===== src/rtl/prg_pkg.sv =====
package prg_pkg;
    localparam int FIELD_W   = 14;
    localparam int GRAN_SH   = 12;
    localparam int LIMIT_LSB = 16;
    localparam int RP_BIT    = 15;
    localparam int WP_BIT    = 31;

    typedef enum logic [3:0] {
        CY_READ     = 4'd0,
        CY_WRITE    = 4'd2,
        CY_ERASE4K  = 4'd3,
        CY_ERASE64K = 4'd4,
        CY_RDID     = 4'd6,
        CY_WRSR     = 4'd7,
        CY_RDSR     = 4'd8
    } cyc_kind_e;

    typedef struct packed {
        logic               wp;
        logic               rp;
        logic [FIELD_W-1:0] limit;
        logic [FIELD_W-1:0] base;
    } range_t;

    typedef enum logic [1:0] {
        ST_IDLE  = 2'd0,
        ST_CHECK = 2'd1,
        ST_GRANT = 2'd2,
        ST_DENY  = 2'd3
    } guard_state_e;
endpackage


===== src/rtl/prg_range_bank.sv =====
module prg_range_bank
    import prg_pkg::*;
#(
    parameter int NUM_RANGES = 6,
    parameter int IDX_W      = 3
) (
    input  logic                       clk,
    input  logic                       rst_n,
    input  logic                       reg_we,
    input  logic [IDX_W-1:0]           reg_idx,
    input  logic [31:0]                reg_wdata,
    input  logic                       lock_req,
    output range_t [NUM_RANGES-1:0]    ranges,
    output logic                       locked
);
    range_t new_word;
    logic   unused_bit30;

    assign unused_bit30 = reg_wdata[30];

    always_comb begin
        new_word.base  = reg_wdata[FIELD_W-1:0];
        new_word.limit = reg_wdata[LIMIT_LSB+FIELD_W-1:LIMIT_LSB];
        new_word.rp    = reg_wdata[RP_BIT];
        new_word.wp    = reg_wdata[WP_BIT];
    end

    always_ff @(posedge clk) begin
        if (!rst_n)
            locked <= 1'b0;
        else if (lock_req)
            locked <= 1'b1;
    end

    for (genvar i = 0; i < NUM_RANGES; i++) begin : g_reg
        always_ff @(posedge clk) begin
            if (!rst_n)
                ranges[i] <= '0;
            else if (reg_we && !locked && (reg_idx == IDX_W'(i)))
                ranges[i] <= new_word;
        end
    end
endmodule


===== src/rtl/prg_span_calc.sv =====
module prg_span_calc
    import prg_pkg::*;
#(
    parameter int ADDR_W = 24,
    parameter int LEN_W  = 6
) (
    input  logic [3:0]                kind,
    input  logic [ADDR_W-1:0]         addr,
    input  logic [LEN_W-1:0]          len_m1,
    output logic                      is_rd,
    output logic                      is_wr,
    output logic [ADDR_W-GRAN_SH-1:0] start_g,
    output logic [ADDR_W-GRAN_SH:0]   end_g
);
    localparam int SPAN_W = ADDR_W + 1;

    logic [SPAN_W-1:0]  span_m1;
    logic [SPAN_W-1:0]  end_a;
    logic [GRAN_SH-1:0] unused_low;

    always_comb begin
        is_rd   = 1'b0;
        is_wr   = 1'b0;
        span_m1 = SPAN_W'(len_m1);
        case (kind)
            CY_READ, CY_RDID:  is_rd = 1'b1;
            CY_WRITE, CY_WRSR: is_wr = 1'b1;
            CY_ERASE4K: begin
                is_wr   = 1'b1;
                span_m1 = SPAN_W'(4095);
            end
            CY_ERASE64K: begin
                is_wr   = 1'b1;
                span_m1 = SPAN_W'(65535);
            end
            default: ;
        endcase
    end

    assign end_a      = {1'b0, addr} + span_m1;
    assign start_g    = addr[ADDR_W-1:GRAN_SH];
    assign end_g      = end_a[SPAN_W-1:GRAN_SH];
    assign unused_low = end_a[GRAN_SH-1:0];
endmodule


===== src/rtl/prg_range_match.sv =====
module prg_range_match
    import prg_pkg::*;
#(
    parameter int NUM_RANGES = 6,
    parameter int GA         = 12
) (
    input  range_t [NUM_RANGES-1:0] ranges,
    input  logic                    is_rd,
    input  logic                    is_wr,
    input  logic [GA-1:0]           start_g,
    input  logic [GA:0]             end_g,
    output logic                    hit
);
    localparam int CMP_W = (GA + 1 > FIELD_W) ? GA + 1 : FIELD_W;

    logic [NUM_RANGES-1:0] hit_vec;
    logic [CMP_W-1:0]      s_x;
    logic [CMP_W-1:0]      e_x;

    assign s_x = CMP_W'(start_g);
    assign e_x = CMP_W'(end_g);

    for (genvar i = 0; i < NUM_RANGES; i++) begin : g_cmp
        logic [CMP_W-1:0] b_x;
        logic [CMP_W-1:0] l_x;
        logic             armed;
        assign b_x   = CMP_W'(ranges[i].base);
        assign l_x   = CMP_W'(ranges[i].limit);
        assign armed = (ranges[i].rp && is_rd) || (ranges[i].wp && is_wr);
        assign hit_vec[i] = armed && (b_x <= l_x) && (s_x <= l_x) && (e_x >= b_x);
    end

    assign hit = |hit_vec;
endmodule


===== src/rtl/prg_guard.sv =====
module prg_guard
    import prg_pkg::*;
#(
    parameter int NUM_RANGES = 6,
    parameter int ADDR_W     = 24,
    parameter int LEN_W      = 6,
    parameter int IDX_W      = $clog2(NUM_RANGES + 1)
) (
    input  logic              clk,
    input  logic              rst_n,
    input  logic              reg_we,
    input  logic [IDX_W-1:0]  reg_idx,
    input  logic [31:0]       reg_wdata,
    input  logic              lock_req,
    input  logic              cyc_valid,
    input  logic [3:0]        cyc_kind,
    input  logic [ADDR_W-1:0] cyc_addr,
    input  logic [LEN_W-1:0]  cyc_len_m1,
    output logic              idle,
    output logic              permit,
    output logic              done,
    output logic              acc_err
);
    localparam int GA = ADDR_W - GRAN_SH;

    guard_state_e            state, state_nx;
    range_t [NUM_RANGES-1:0] ranges;
    logic                    locked;
    logic [3:0]              kind_q;
    logic [ADDR_W-1:0]       addr_q;
    logic [LEN_W-1:0]        len_q;
    logic                    is_rd, is_wr, hit;
    logic [GA-1:0]           start_g;
    logic [GA:0]             end_g;

    prg_range_bank #(.NUM_RANGES(NUM_RANGES), .IDX_W(IDX_W)) u_bank (
        .clk(clk), .rst_n(rst_n), .reg_we(reg_we), .reg_idx(reg_idx),
        .reg_wdata(reg_wdata), .lock_req(lock_req), .ranges(ranges),
        .locked(locked)
    );

    prg_span_calc #(.ADDR_W(ADDR_W), .LEN_W(LEN_W)) u_span (
        .kind(kind_q), .addr(addr_q), .len_m1(len_q), .is_rd(is_rd),
        .is_wr(is_wr), .start_g(start_g), .end_g(end_g)
    );

    prg_range_match #(.NUM_RANGES(NUM_RANGES), .GA(GA)) u_match (
        .ranges(ranges), .is_rd(is_rd), .is_wr(is_wr), .start_g(start_g),
        .end_g(end_g), .hit(hit)
    );

    always_ff @(posedge clk) begin
        if (!rst_n)
            state <= ST_IDLE;
        else
            state <= state_nx;
    end

    always_ff @(posedge clk) begin
        if (!rst_n) begin
            kind_q <= '0;
            addr_q <= '0;
            len_q  <= '0;
        end else if (state == ST_IDLE && cyc_valid) begin
            kind_q <= cyc_kind;
            addr_q <= cyc_addr;
            len_q  <= cyc_len_m1;
        end
    end

    always_comb begin
        state_nx = state;
        unique case (state)
            ST_IDLE:  if (cyc_valid) state_nx = ST_CHECK;
            ST_CHECK: state_nx = hit ? ST_DENY : ST_GRANT;
            ST_GRANT: state_nx = ST_IDLE;
            ST_DENY:  state_nx = ST_IDLE;
        endcase
    end

    always_comb begin
        idle    = 1'b0;
        permit  = 1'b0;
        done    = 1'b0;
        acc_err = 1'b0;
        unique case (state)
            ST_IDLE:  idle = 1'b1;
            ST_CHECK: ;
            ST_GRANT: permit = 1'b1;
            ST_DENY: begin
                done    = 1'b1;
                acc_err = 1'b1;
            end
        endcase
    end
endmodule


===== config.mk =====
export PLATFORM = sky130hd
export DESIGN_NAME = prg_guard
export DESIGN_NICKNAME = d
export VERILOG_FILES = /design/src/rtl/prg_pkg.sv /design/src/rtl/prg_range_bank.sv /design/src/rtl/prg_span_calc.sv /design/src/rtl/prg_range_match.sv /design/src/rtl/prg_guard.sv
export SDC_FILE = /design/constraint.sdc
export NUM_CORES = 1
export LEC_CHECK = 0
export BUFFER_PORTS_ARGS = -buffer_cell sky130_fd_sc_hd__clkbuf_2
export CAP_MARGIN = 20
export CORE_AREA = 2 2 152 154
export CTS_CLUSTER_DIAMETER = 100
export DETAILED_ROUTE_END_ITERATION = 7
export DIE_AREA = 0 0 154 156
export HOLD_SLACK_MARGIN = 0.03
export PLACE_DENSITY = 0.87
export SETUP_SLACK_MARGIN = 0.1
export SLEW_MARGIN = 0
export SYNTH_ARGS = -nofsm -noshare
export SYNTH_HDL_FRONTEND = slang
export SYNTH_SLANG_ARGS = --single-unit

===== constraint.sdc =====
create_clock -name clk -period 10 [get_ports clk]
set_input_delay 0.5 -clock clk [delete_from_list [all_inputs] [get_ports clk]]
set_output_delay 0.5 -clock clk [all_outputs]
set_load 0.02 [all_outputs]

Yosys cells after proc, flatten, opt, wreduce, memory -nomap -nowiden
Index checks and enable logic that the tools add are counted.
{"block": "word_totals", "ff_bits": 217, "out_inout_bits": 4, "elab_cells": 123}
{"block": "classes", "reduce_logical": 52, "mux": 9, "n_addsub": 1, "eq_ne": 14, "order_cmp": 18}
{"cell": "$ge 13x14->1", "count": 6}
{"cell": "$le 12x14->1", "count": 6}
{"cell": "$le 14x14->1", "count": 6}
{"cell": "$logic_and 1x1->1", "count": 38}
{"cell": "$pmux 16 s2", "count": 1}
{"cell": "$add 24x16->25", "count": 1}
{"cell": "$eq 4x3->1 const B", "count": 3}
{"cell": "$eq 4x2->1 const B", "count": 2}
{"cell": "$eq 3x2->1 const B", "count": 2}
{"cell": "$eq 3x3->1 const B", "count": 2}
{"cell": "$logic_or 1x1->1", "count": 6}
{"cell": "$mux 1", "count": 6}
{"cell": "$pmux 2 s3", "count": 1}
{"cell": "$reduce_or 6->1", "count": 1}
{"cell": "$eq 2x2->1 const B", "count": 2}
{"cell": "$logic_not 4->1", "count": 1}
{"cell": "$reduce_or 2->1", "count": 2}
{"cell": "$reduce_or 4->1", "count": 1}
{"cell": "$eq 3x1->1 const B", "count": 1}
{"cell": "$logic_not 3->1", "count": 1}
{"cell": "$eq 2x1->1 const B", "count": 1}
{"cell": "$logic_not 2->1", "count": 1}
{"cell": "$mux 2", "count": 1}
{"cell": "$ne 2x2->1 const B", "count": 1}
{"cell": "$logic_not 1->1", "count": 1}

Longest topological paths before layout
Gate-level depths: netlist of the first run.
{"block": "depth", "depth_word": 11, "mapped_depth": 22, "mapped_depth_nobuf": 21}

Hierarchy
A second synthesis of the first run with hierarchy kept.
{"block": "unflattened", "cells_unflattened": 1655, "area_unflattened_um2": 14540.2}
{"module": "prg_range_bank", "instances": 1, "area_each_um2": 6503.7, "cells_each": 624}
{"module": "prg_range_match", "instances": 1, "area_each_um2": 5674.2, "cells_each": 762}
{"module": "prg_guard", "instances": 1, "area_each_um2": 1488.9, "cells_each": 158}
{"module": "prg_span_calc", "instances": 1, "area_each_um2": 873.3, "cells_each": 111}

Least setup slack after synthesis of the first run
OpenSTA, ideal clock, no wires.
{"block": "synth_timing", "path_type": "register to register", "start": "register kind_q[2]", "end": "register state[0]", "path_stages_with_launch": 20, "n_path_buf": 0, "slack_ns": 5.566, "t_arrival_ns": 4.307, "setup_time_ns": 0.126, "path_cell_list": "dfxtp_1 -> or3b_1 -> a21oi_2 -> ha_1 -> a21o_1 -> a21o_1 -> a21oi_1 -> o21a_1 -> nand2_2 -> a21o_4 -> nand4_1 -> xnor2_1 -> ha_1 -> a21o_1 -> a211o_1 -> a2111oi_0 -> o31ai_1 -> nand4_1 -> nor4bb_1 -> a31oi_1"}
{"block": "synth_between", "elab_chain_len": 11, "word_cells_on_any_way": 57}
{"item": "start: declaration", "line": "prg_guard.sv:29", "rtl": "logic [3:0] kind_q;"}
{"item": "start signal: assignment", "line": "prg_guard.sv:65", "rtl": "kind_q <= cyc_kind;"}
{"item": "branches (longest 8 deep; another with $add 24x16->25)"}
{"item": "$reduce_or 6->1 (*)", "line": "prg_range_match.sv:33", "rtl": "assign hit = |hit_vec;"}
{"item": "$mux 1 (*)", "line": "prg_guard.sv:75", "rtl": "ST_CHECK: state_nx = hit ? ST_DENY : ST_GRANT;"}
{"item": "$pmux 2 s3 (*)", "line": "prg_guard.sv:73", "rtl": "unique case (state)"}
{"item": "end signal: assignment", "line": "prg_guard.sv:56", "rtl": "state <= state_nx;"}
{"item": "end: declaration", "line": "prg_guard.sv:26", "rtl": "guard_state_e state, state_nx;"}
Mark *: on every way between the ends.
A chain may end at the register's enable or synchronous reset.

Final worst setup path of the first run
{"block": "layout_timing", "start": "register kind_q[0]", "end": "register state[0]"}
Same word-level chain as after synthesis.

==> results.toml, run 1 <==
[critical_path]
slowest_delay_ps = 620
cp_data_required_time_ps = 10400
critPathKind = "reg2reg"
setup.worst_path.start_class = "flip-flop"
worstSetupEndpointType = "flip-flop"
critPathMaxFanout = 12
cp.arrival_ps = 6200
path_buf_inv = 0
ff2ff_setup_slack_ps = 4200
path_delay_family = "compound AO/OA/AOI/OAI gates"
critPathMostFrequentCell = "a21o_1"
crit_path_top_delay_cell = "xor2_1"
crit_chain = "or3b_1 -> a21oi_2 -> ha_1 -> a21o_1 -> a21o_1 -> a21oi_1 -> o21a_1 -> nand2_2 -> a21o_4 -> xor2_1 -> ha_1 -> a21o_1 -> a21oi_1 -> o21a_1 -> o31ai_1 -> a211oi_1 -> a2111oi_2 -> nor4bb_1 -> a31oi_1"

[timing]
rsz0062_at_grt = "false"
hold-worst-slack_ps = 199
setup_tns_ps = 0
max_freq_mhz = 172
clock-skew-final_ps = 5.57
drv_slew = 0
period_minus_slack_ps = 5800
tightest_slew_ps = 1040
setup_viol = 0
hold_violations = 0
min_period_over_period_pct = 58.0
slew_headroom_pct = 30.5
setup_ws_ps = 4200

[final_layout]
fillers = 1712
antenna_cells = 0
final_util_pct = 70.5
nets = 2168
ff_latch_area_sq_mm = 0.00434
drive_gt1_share_pct = 8.11
stdcell_area_sq_mm = 0.0158
multi_input_comb_area_sq_mm = 0.00904
fin_cells = 2147
syn_to_final_growth_pct = 10.2

[drt]
drt-pass1-iter-count = 5
ant_nets = 0
drt-initial-drc-count = 1158
drc = 0
via_per_inst = 6.04
totalWireLength_um = 40300
avgRoutedWirePerCell_um = 18.8
vias = 13000

[place]
place_ws_ps = 4470
place_inst = 2100
port_buffers = 75
place_area_sq_mm = 0.0149
dpl.hpwl_um = 29000
globalplace.congestion = 0.978

[status]
run_status = "finished clean"

[run]
max-cap-violations = 0

[yosys]
synthTopCellsByCount = "465 x nand2_1, 249 x ha_1, 217 x dfxtp_1"
synth_edf_count = 0
synth.most_common_cell = "nand2_1"
synthTopCellsByArea = "dfxtp_1 30%, ha_1 22%, nand2_1 12%, a21boi_0 11%, inv_1 4.6%"
yosysWarnings = 0
synth_top_area_share_pct = 30.4
syn_area_sq_mm = 0.0143
yosysTopAreaCell = "dfxtp_1"
synth-main-ff-cell = "dfxtp_1"
synth.avg_cell_area_sq_um = 7.95
ys_ff_latch = 217
syn-num-nets = 2121
seq_area_frac_synth_pct = 30.4
ys_types = 63
syn-instance-count = 1798
synthArstFlopShare_pct = 0

[grt]
grt_max_degree = 121
grt_use_met1_pct = 42.2
grt.busiest_layer = "met2"
grt_use_met3_pct = 5.67
gr-total-overflow = 0
grt_antenna_before_repair = 0
grt_pass1_wl_um = 63000
grtUsageTotal_pct = 32.9
use_met2_pct = 53.8
grt_pass1_vias = 12400

[clock_tree]
hold_buffers = 0
cts_buffer_depth = 3
tritoncts = "yes"
cts_buffers = 25
cts.sinks = 217
cts_resized = 0
cts_setup_buffers = 0
clk_pin_slew_worst_paths_ps = 60
htree_levels = 1
clock_latency_ps = 530
cts_root_buf = "clkbuf_16"

[floorplan]
die_area_sq_mm = 0.0240
num_io_pins = 78
chipHeight_um = 156
start_util_pct = 63.9
coreArea_sq_mm = 0.0224
die_x_um = 154
num_rows = 55

[power_and_ir_drop]
p_per_area_mw_per_mm2 = 151
vdd_ir_drop_max_uv = 114
p_leak_nw = 6.43
power_mw = 2.38

[hold_path]
min_path_type = "in2reg"
## worst register-to-register path, cell delays in order (launching register included)
cell       delay (ps)
dfxtp_1           450
or3b_1            440
a21oi_2           500
ha_1              370
a21o_1            190
a21o_1            170
a21oi_1           240
o21a_1            180
nand2_2            80
a21o_4            270
xor2_1            620
ha_1              390
a21o_1            170
a21oi_1           170
o21a_1            230
o31ai_1           120
a211oi_1          320
a2111oi_2          90
nor4bb_1          500
a31oi_1           150
## layout by cell type, fill, tap and decap left out, types with 6 or more instances in the layout
| cell | instances |
|---|---|
| o21a_1 | 8 |
| a211oi_1 | 15 |
| a21boi_0 | 206 |
| a21oi_1 | 75 |
| o31ai_1 | 6 |
| nor2_1 | 37 |
| nor2b_1 | 8 |
| or2_2 | 8 |
| nor3_1 | 10 |
| buf_4 | 13 |
| clkbuf_16 | 25 |
| xnor2_1 | 8 |
| nand4_1 | 30 |
| nand2_1 | 465 |
| a21o_1 | 37 |
| dfxtp_1 | 217 |
| ha_1 | 249 |
| a21boi_1 | 11 |
| inv_1 | 175 |
| a2111oi_0 | 13 |
| nand3_1 | 26 |
| o21ai_0 | 33 |
| clkbuf_2 | 74 |
| nand2b_1 | 10 |
| a22oi_1 | 6 |
## registers in the layout (all words and copies together), names as in the netlist
register / flops
addr_q: 24
kind_q: 4
len_q: 6
state: 2
u_bank.locked: 1
u_bank.ranges: 180
## layout make-up
type                    instances  area share, %
multi-input cells            1334           57.4
well taps                     285           2.26
repair buffers                 91           3.59
flip-flops and latches        217           27.6
clock buffers                  35           4.53
clock inverters                 9          0.508
inverters                     176           4.19
## kinds of logic (layout without fill, tap and decap cells)
| kind of cell | Yosys count | in the layout | synth area share, % |
|---|---|---|---|
| adder cells (fa/ha/maj) | 249 | 249 | 21.8 |
| buffers and inverters | 247 | 311 | 6.52 |
| flip-flops | 217 | 217 | 30.4 |
| AO/OA/AOI/OAI | 447 | 447 | 22.0 |
| AND/OR/NAND/NOR | 624 | 624 | 18.4 |
| multiplexers | 1 | 1 | 0.0700 |
| XOR/XNOR | 13 | 13 | 0.849 |
## power by group
group | total (mW) | leakage, nW | internal [mW] | switching [mW]
combinational | 0.547 | 4.28 | 0.225 | 0.323
clock | 0.893 | 0.393 | 0.522 | 0.371
sequential | 0.939 | 1.76 | 0.893 | 0.0460
total | 2.38 | 6.43 | 1.64 | 0.740
## worst paths after layout
kind / start / to / cells past startpoint
max: kind_q[0] / state[0] / 19
min: cyc_addr[2] / addr_q[2] / 3
max reg2reg: kind_q[0] / state[0] / 19
min reg2reg: u_bank.ranges[135] / u_bank.ranges[135] / 2
## layer usage
layer / share of wire [%] / up-vias
met5: 0 / -
li1: - / 6234
met1: 42 / 6034
met2: 44 / 549
met4: 5.8 / 0
met3: 8.3 / 160
(Power assumes the default switching activity.)
==> run 2: changes to the inputs <==
--- a/config.mk
+++ b/config.mk
@@ -5,14 +5,15 @@
 export SDC_FILE = /design/constraint.sdc
 export NUM_CORES = 1
 export LEC_CHECK = 0
+export ABC_AREA = 1
 export BUFFER_PORTS_ARGS = -buffer_cell sky130_fd_sc_hd__clkbuf_2
 export CAP_MARGIN = 20
-export CORE_AREA = 2 2 152 154
+export CORE_AREA = 2 2 155 157
 export CTS_CLUSTER_DIAMETER = 100
 export DETAILED_ROUTE_END_ITERATION = 7
-export DIE_AREA = 0 0 154 156
+export DIE_AREA = 0 0 157 159
 export HOLD_SLACK_MARGIN = 0.03
-export PLACE_DENSITY = 0.87
+export PLACE_DENSITY = 0.85
 export SETUP_SLACK_MARGIN = 0.1
 export SLEW_MARGIN = 0
 export SYNTH_ARGS = -nofsm -noshare
==> constraint.sdc (replaced) <==
create_clock -name clk -period 5.9 [get_ports clk]
set_input_delay 0.295 -clock clk [delete_from_list [all_inputs] [get_ports clk]]
set_output_delay 0.295 -clock clk [all_outputs]
set_load 0.02 [all_outputs]
==> results.toml, run 2 <==
[drt]
drt-pass1-iter-count = 6
vias = 13700
ant_nets = 0
drt-initial-drc-count = 1137
totalWireLength_um = 41600
drc = 0
avgRoutedWirePerCell_um = 17.2
via_per_inst = 5.67

[critical_path]
cp.arrival_ps = 5280
critPathMostFrequentCell = "nor2_1"
crit_path_top_delay_cell = "nor2_1"
r2r_cells = 24
setup.worst_path.start_class = "flip-flop"
crit_chain = "nor2_1 -> nand2_2 -> nand2_1 -> or2_2 -> ha_1 -> a21o_1 -> a21oi_1 -> nor2_1 -> nor3_1 -> o21ai_2 -> nor2_1 -> ha_1 -> nand2_1 -> nor2_1 -> inv_1 -> nor2_1 -> nand2_1 -> nand3_1 -> nand3_1 -> nor2_1 -> nor2_1 -> nand2_1 -> nor2_1 -> nor2_1"
cp_data_required_time_ps = 6310
critPathMaxFanout = 11
worstSetupEndpointType = "flip-flop"
slowest_delay_ps = 920
critPathKind = "reg2reg"
ff2ff_setup_slack_ps = 1030

[hold_path]
min_path_cells = 3
min_path_type = "in2reg"

[final_layout]
antenna_cells = 0
drive_gt1_share_pct = 7.28
final_cell_mix = "329 x nand2_1, 305 x inv_1, 258 x a21oi_1"
fillers = 1883
top_regs = "u_bank.ranges: 180 flops, addr_q: 24 flops, len_q: 6 flops"
top_register = "u_bank.ranges"
nets = 2409
final_common_cell = "nand2_1"
syn_to_final_growth_pct = 9.76
largest_reg_flops = 180
final_util_pct = 68.6
stdcell_area_sq_mm = 0.0159

[place]
port_buffers = 75
dpl.hpwl_um = 29600
place_area_sq_mm = 0.0150
place_ws_ps = 1280
globalplace.congestion = 0.957

[yosys]
synthTopCellsByArea = "dfxtp_1 30%, ha_1 22%, a21oi_1 8.9%, nand2_1 8.5%, o21ai_0 8.4%"
synth.most_common_cell = "nand2_1"
seq_area_frac_synth_pct = 30.0
syn-instance-count = 2026
synth-main-ff-cell = "dfxtp_1"
syn_area_sq_mm = 0.0145
synth_top_area_share_pct = 30.0
ys_ff_latch = 217
synth.avg_cell_area_sq_um = 7.15
synth_edf_count = 0
ys_types = 34
yosysWarnings = 0
syn-num-nets = 2349
yosysTopAreaCell = "dfxtp_1"
synthTopCellsByCount = "329 x nand2_1, 305 x inv_1, 258 x a21oi_1"
synthArstFlopShare_pct = 0

[clock_tree]
cts_resized = 0
cts_buffers = 24
clock_latency_ps = 530
clk_pin_slew_worst_paths_ps = 60
htree_levels = 1
cts_root_buf = "clkbuf_16"
cts.sinks = 217
tritoncts = "yes"
cts_buffer_depth = 3

[floorplan]
die_x_um = 157
chipHeight_um = 159
num_io_pins = 78
num_rows = 56
die_area_sq_mm = 0.0250
coreArea_sq_mm = 0.0232
start_util_pct = 62.5

[run]
max-cap-violations = 0

[timing]
setup_ws_ps = 1030
drv_slew = 0
slew_headroom_pct = 20.9
rsz0062_at_grt = "false"
max_freq_mhz = 205
tightest_slew_ps = 1180
period_minus_slack_ps = 4870
hold_violations = 0
min_period_over_period_pct = 82.5
setup_viol = 0
clock-skew-final_ps = 5.53
setup_tns_ps = 0

[grt]
grt_pass1_wl_um = 66300
grtUsageTotal_pct = 33.5
grt_max_degree = 130
grt.busiest_layer = "met2"
gr-total-overflow = 0
grt_antenna_before_repair = 1
use_met2_pct = 53.2
grt_use_met1_pct = 44.0
grt_use_met3_pct = 4.68
grt_pass1_vias = 12900

[power_and_ir_drop]
p_leak_nw = 7.67
power_mw = 4.32
vdd_ir_drop_max_uv = 229
p_per_area_mw_per_mm2 = 272

[status]
run_status = "finished clean"
[run 2: cell count changes in the layout (fill, tap and decap cells not counted), moves of 13 or more]
| cell | previous run | this run |
|---|---|---|
| a2111oi_0 | 13 | 0 |
| a211oi_1 | 15 | 0 |
| a21boi_0 | 206 | 3 |
| a21o_1 | 37 | 5 |
| a21oi_1 | 75 | 258 |
| dlygate4sd3_1 | 0 | 13 |
| inv_1 | 175 | 305 |
| nand2_1 | 465 | 329 |
| nand3_1 | 26 | 61 |
| nor2_1 | 37 | 189 |
| o21ai_0 | 33 | 242 |
| o21bai_1 | 0 | 15 |
[run 2: report_power, final]
group          leakage (nW)  switching (mW)  internal (mW)
clock network         0.397           0.610          0.926
logic                  5.51           0.742          0.430
registers              1.77          0.0824           1.53
[run 2: path summary, 6_finish.rpt]
path                   end     startpoint
max               state[0]      kind_q[1]
min              addr_q[8]    cyc_addr[8]
max reg2reg       state[0]      kind_q[1]
min reg2reg  u_bank.locked  u_bank.locked
[run 2: cell type report]
type / instances / area [sq um] / share of cell area [%]
tap: 319 / 399 / 2.51
inverter: 310 / 1160 / 7.32
sequential: 217 / 4340 / 27.3
timing repair buffer: 101 / 606 / 3.81
clock buffer: 39 / 768 / 4.83
clock inverter: 3 / 42.5 / 0.267
multi-input combinational: 1432 / 8580 / 54.0
[run 2: cells by family after synthesis]
group	count (synthesis)	synth area share (%)
xor+xnor	7	0.423
buf+inv	377	10.8
fa+ha+maj	249	21.5
flops	217	30.0
simple gates	644	18.4
compound gates	532	18.9
[run 2: repair_timing]
action | in CTS | in global routing
hold buffers | 13 | 0
buffers inserted | 0 | 0
hold endpoints to repair | 13 | 0
[run 2: critical path, delay by kind of cell (launching register included)]
| family | cells | cell delay, ps |
|---|---|---|
| simple gates | 18 | 3060 |
| fa+ha+maj | 2 | 710 |
| compound gates | 3 | 550 |
| flops | 1 | 370 |
| buf+inv | 1 | 50 |
[run 2: routing by layer]
metal | up-vias | wire (um)
li1 | 6815 | -
met1 | 6203 | 17200
met2 | 557 | 18200
met3 | 162 | 3540
met4 | 0 | 2670
met5 | - | 0
[run 2: metrics by stage]
stage,instances,hold WS (ps)
2_1_floorplan,2026,411
3_3_place_gp,2366,456
3_5_place_dp,2366,460
4_1_cts,2421,30.6
5_1_grt,2421,51.8
6_report,2421,38.1
==> run 3: changes to the inputs <==
--- a/config.mk
+++ b/config.mk
@@ -5,13 +5,13 @@
 export SDC_FILE = /design/constraint.sdc
 export NUM_CORES = 1
 export LEC_CHECK = 0
-export ABC_AREA = 1
+export ABC_AREA = 0
 export BUFFER_PORTS_ARGS = -buffer_cell sky130_fd_sc_hd__clkbuf_2
 export CAP_MARGIN = 20
-export CORE_AREA = 2 2 155 157
+export CORE_AREA = 2 2 154 156
 export CTS_CLUSTER_DIAMETER = 100
 export DETAILED_ROUTE_END_ITERATION = 7
-export DIE_AREA = 0 0 157 159
+export DIE_AREA = 0 0 156 158
 export HOLD_SLACK_MARGIN = 0.03
 export PLACE_DENSITY = 0.85
 export SETUP_SLACK_MARGIN = 0.1
==> constraint.sdc (replaced) <==
create_clock -name clk -period 4.63 [get_ports clk]
set_input_delay 0.2315 -clock clk [delete_from_list [all_inputs] [get_ports clk]]
set_output_delay 0.2315 -clock clk [all_outputs]
set_load 0.02 [all_outputs]
==> results.toml, run 3 (synthesized netlist as in run 1, its figures left out) <==
[power_and_ir_drop]
p_clk_share_pct = 37.7
netSwitchingFraction_pct = 32.0
p_leak_nw = 6.95
power.share.sequential_pct = 35.7
comb_power_share_pct = 26.6
vdd_ir_drop_max_uv = 265
intPower_mw = 3.82
switchingPower_mw = 1.79
power_mw = 5.61
p_per_area_mw_per_mm2 = 330

[clock_tree]
htree_levels = 1
cts.sinks = 217
cts_buffers = 26
tritoncts = "yes"
cts_root_buf = "clkbuf_16"
clock_latency_ps = 540
clk_pin_slew_worst_paths_ps = 60
cts_buffer_depth = 3

[grt]
grt_max_degree = 85
grt_pass1_wl_um = 68600
gr-total-overflow = 0
grt_antenna_before_repair = 1
grt_pass1_vias = 12900
grtUsageTotal_pct = 35.7

[final_layout]
top_regs = "u_bank.ranges: 180 flops, addr_q: 24 flops, len_q: 6 flops"
largest_reg_flops = 180
final_cell_mix = "464 x nand2_1, 239 x ha_1, 214 x dfxtp_1"
fillers = 1599
top_register = "u_bank.ranges"
multi_input_comb_area_sq_mm = 0.00946
ff_latch_area_sq_mm = 0.00435
fin_cells = 2241
nets = 2252
syn_to_final_growth_pct = 19.0
final_common_cell = "nand2_1"
drive_gt1_share_pct = 13.2

[critical_path]
critPathKind = "reg2reg"
cp_data_required_time_ps = 5040
critPathMaxFanout = 8
cp.arrival_ps = 5060
setup.worst_path.start_class = "flip-flop"
worstSetupEndpointType = "flip-flop"

[floorplan]
num_rows = 56
die_area_sq_mm = 0.0246
die_x_um = 156
num_io_pins = 78
start_util_pct = 62.0
chipHeight_um = 158
coreArea_sq_mm = 0.0231

[timing]
rsz0062_at_grt = "true"
setup_ws_ps = -20.4
setup_viol = 1
min_period_over_period_pct = 100
tightest_slew_ps = 818
max_freq_mhz = 215
drv_slew = 0
period_minus_slack_ps = 4650
slew_headroom_pct = 45.4
hold_violations = 0
clock-skew-final_ps = 11.5

[hold_path]
min_path_type = "in2reg"

[drt]
drc = 0
drt-initial-drc-count = 1796
via_per_inst = 6.28
ant_nets = 0
avgRoutedWirePerCell_um = 21.3
vias = 14100
totalWireLength_um = 47800
drt-pass1-iter-count = 6

[place]
port_buffers = 75
dpl.hpwl_um = 31000
place_inst = 2136
globalplace.congestion = 1.02

[status]
violations = "setup timing"
run_status = "finished with violations"

[run]
max-cap-violations = 0
## run 3: cell types whose count changed in the layout (fill, tap and decap cells not counted), moves of 15 or more
cell / previous run / this run
inv_1: 305 / 175
dlygate4sd3_1: 13 / 36
o21bai_1: 15 / 0
buf_4: 14 / 56
a21o_1: 5 / 37
a21oi_1: 258 / 67
o21ai_0: 242 / 27
nor2_1: 189 / 35
nand2_1: 329 / 464
a21boi_0: 3 / 206
nand3_1: 61 / 24
## run 3: path summary, 6_finish.rpt
kind         cells past startpoint               start  slack (ps)                  to
min                              3       reg_wdata[15]          40   u_bank.ranges[88]
min reg2reg                      2  u_bank.ranges[172]         460  u_bank.ranges[172]
max                             22           kind_q[2]         -20            state[0]
max reg2reg                     22           kind_q[2]         -20            state[0]
## run 3: critical path: stages, from the launching register on
cell and delay, ps:
dfxtp_2 350, buf_6 120, nand3b_1 140, a21oi_4 100, buf_6 150, or2_2 280
ha_1 320, nand2_1 100, nor3_2 130, o31a_1 220, nor2_2 70, o21ai_2 230
a21oi_2 140, xnor2_2 240, buf_4 200, ha_1 250, a211oi_1 270, o21a_1 240
o31ai_2 90, a211oi_2 330, a2111oi_4 80, nor4bb_4 340, a31oi_1 130
## run 3: power groups by stage
| stage | combinational [mW] | sequential (mW) | clock, mW |
|---|---|---|---|
| finish | 1.49 | 2.00 | 2.12 |
| global route | 1.59 | 2.00 | 2.19 |
| CTS | 1.27 | 1.99 | 2.11 |
| detailed placement | 1.20 | 2.03 | 0 |
| global placement | 1.15 | 2.03 | 0 |
| floorplan | 0.773 | 2.02 | 0 |
## run 3: cell type report
cell class / instances / share of cell area (%)
Clock buffer: 37 / 4.49
Antenna cell: 3 / 0.0441
Timing Repair Buffer: 174 / 7.63
Tap cell: 290 / 2.13
Sequential cell: 217 / 25.6
Inverter: 176 / 3.88
Clock inverter: 10 / 0.669
Multi-Input combinational cell: 1334 / 55.6
## run 3: stage by stage
stage	setup WS, ps	instance area, sq um	util, %	hold slack, ps	TNS, ps
2_1_floorplan	196	14300	-	342	0
3_3_place_gp	87.1	15100	65.5	431	0
3_5_place_dp	-72.8	15100	65.7	438	-72.8
4_1_cts	101	16500	71.4	30.1	0
5_1_grt	-226	17000	73.8	49.5	-226
6_report	-20.4	17000	73.8	42.8	-20.4
## run 3: per-layer routing
metal  global-route usage [%]  up-vias  part of all wire, %
met4                     20.0        2                  6.6
met1                     45.3     6536                   38
li1                         -     6411                    -
met5                        0        -                0.027
met3                     6.00      246                   10
met2                     57.8      883                   45
## run 3: repair_timing
action,CTS,global route
hold endpoints to repair,40,0
buffers inserted,2,16
endpoints found under the setup margin,1,1
pin swaps,10,41
resized for setup,14,67
hold buffers,36,0
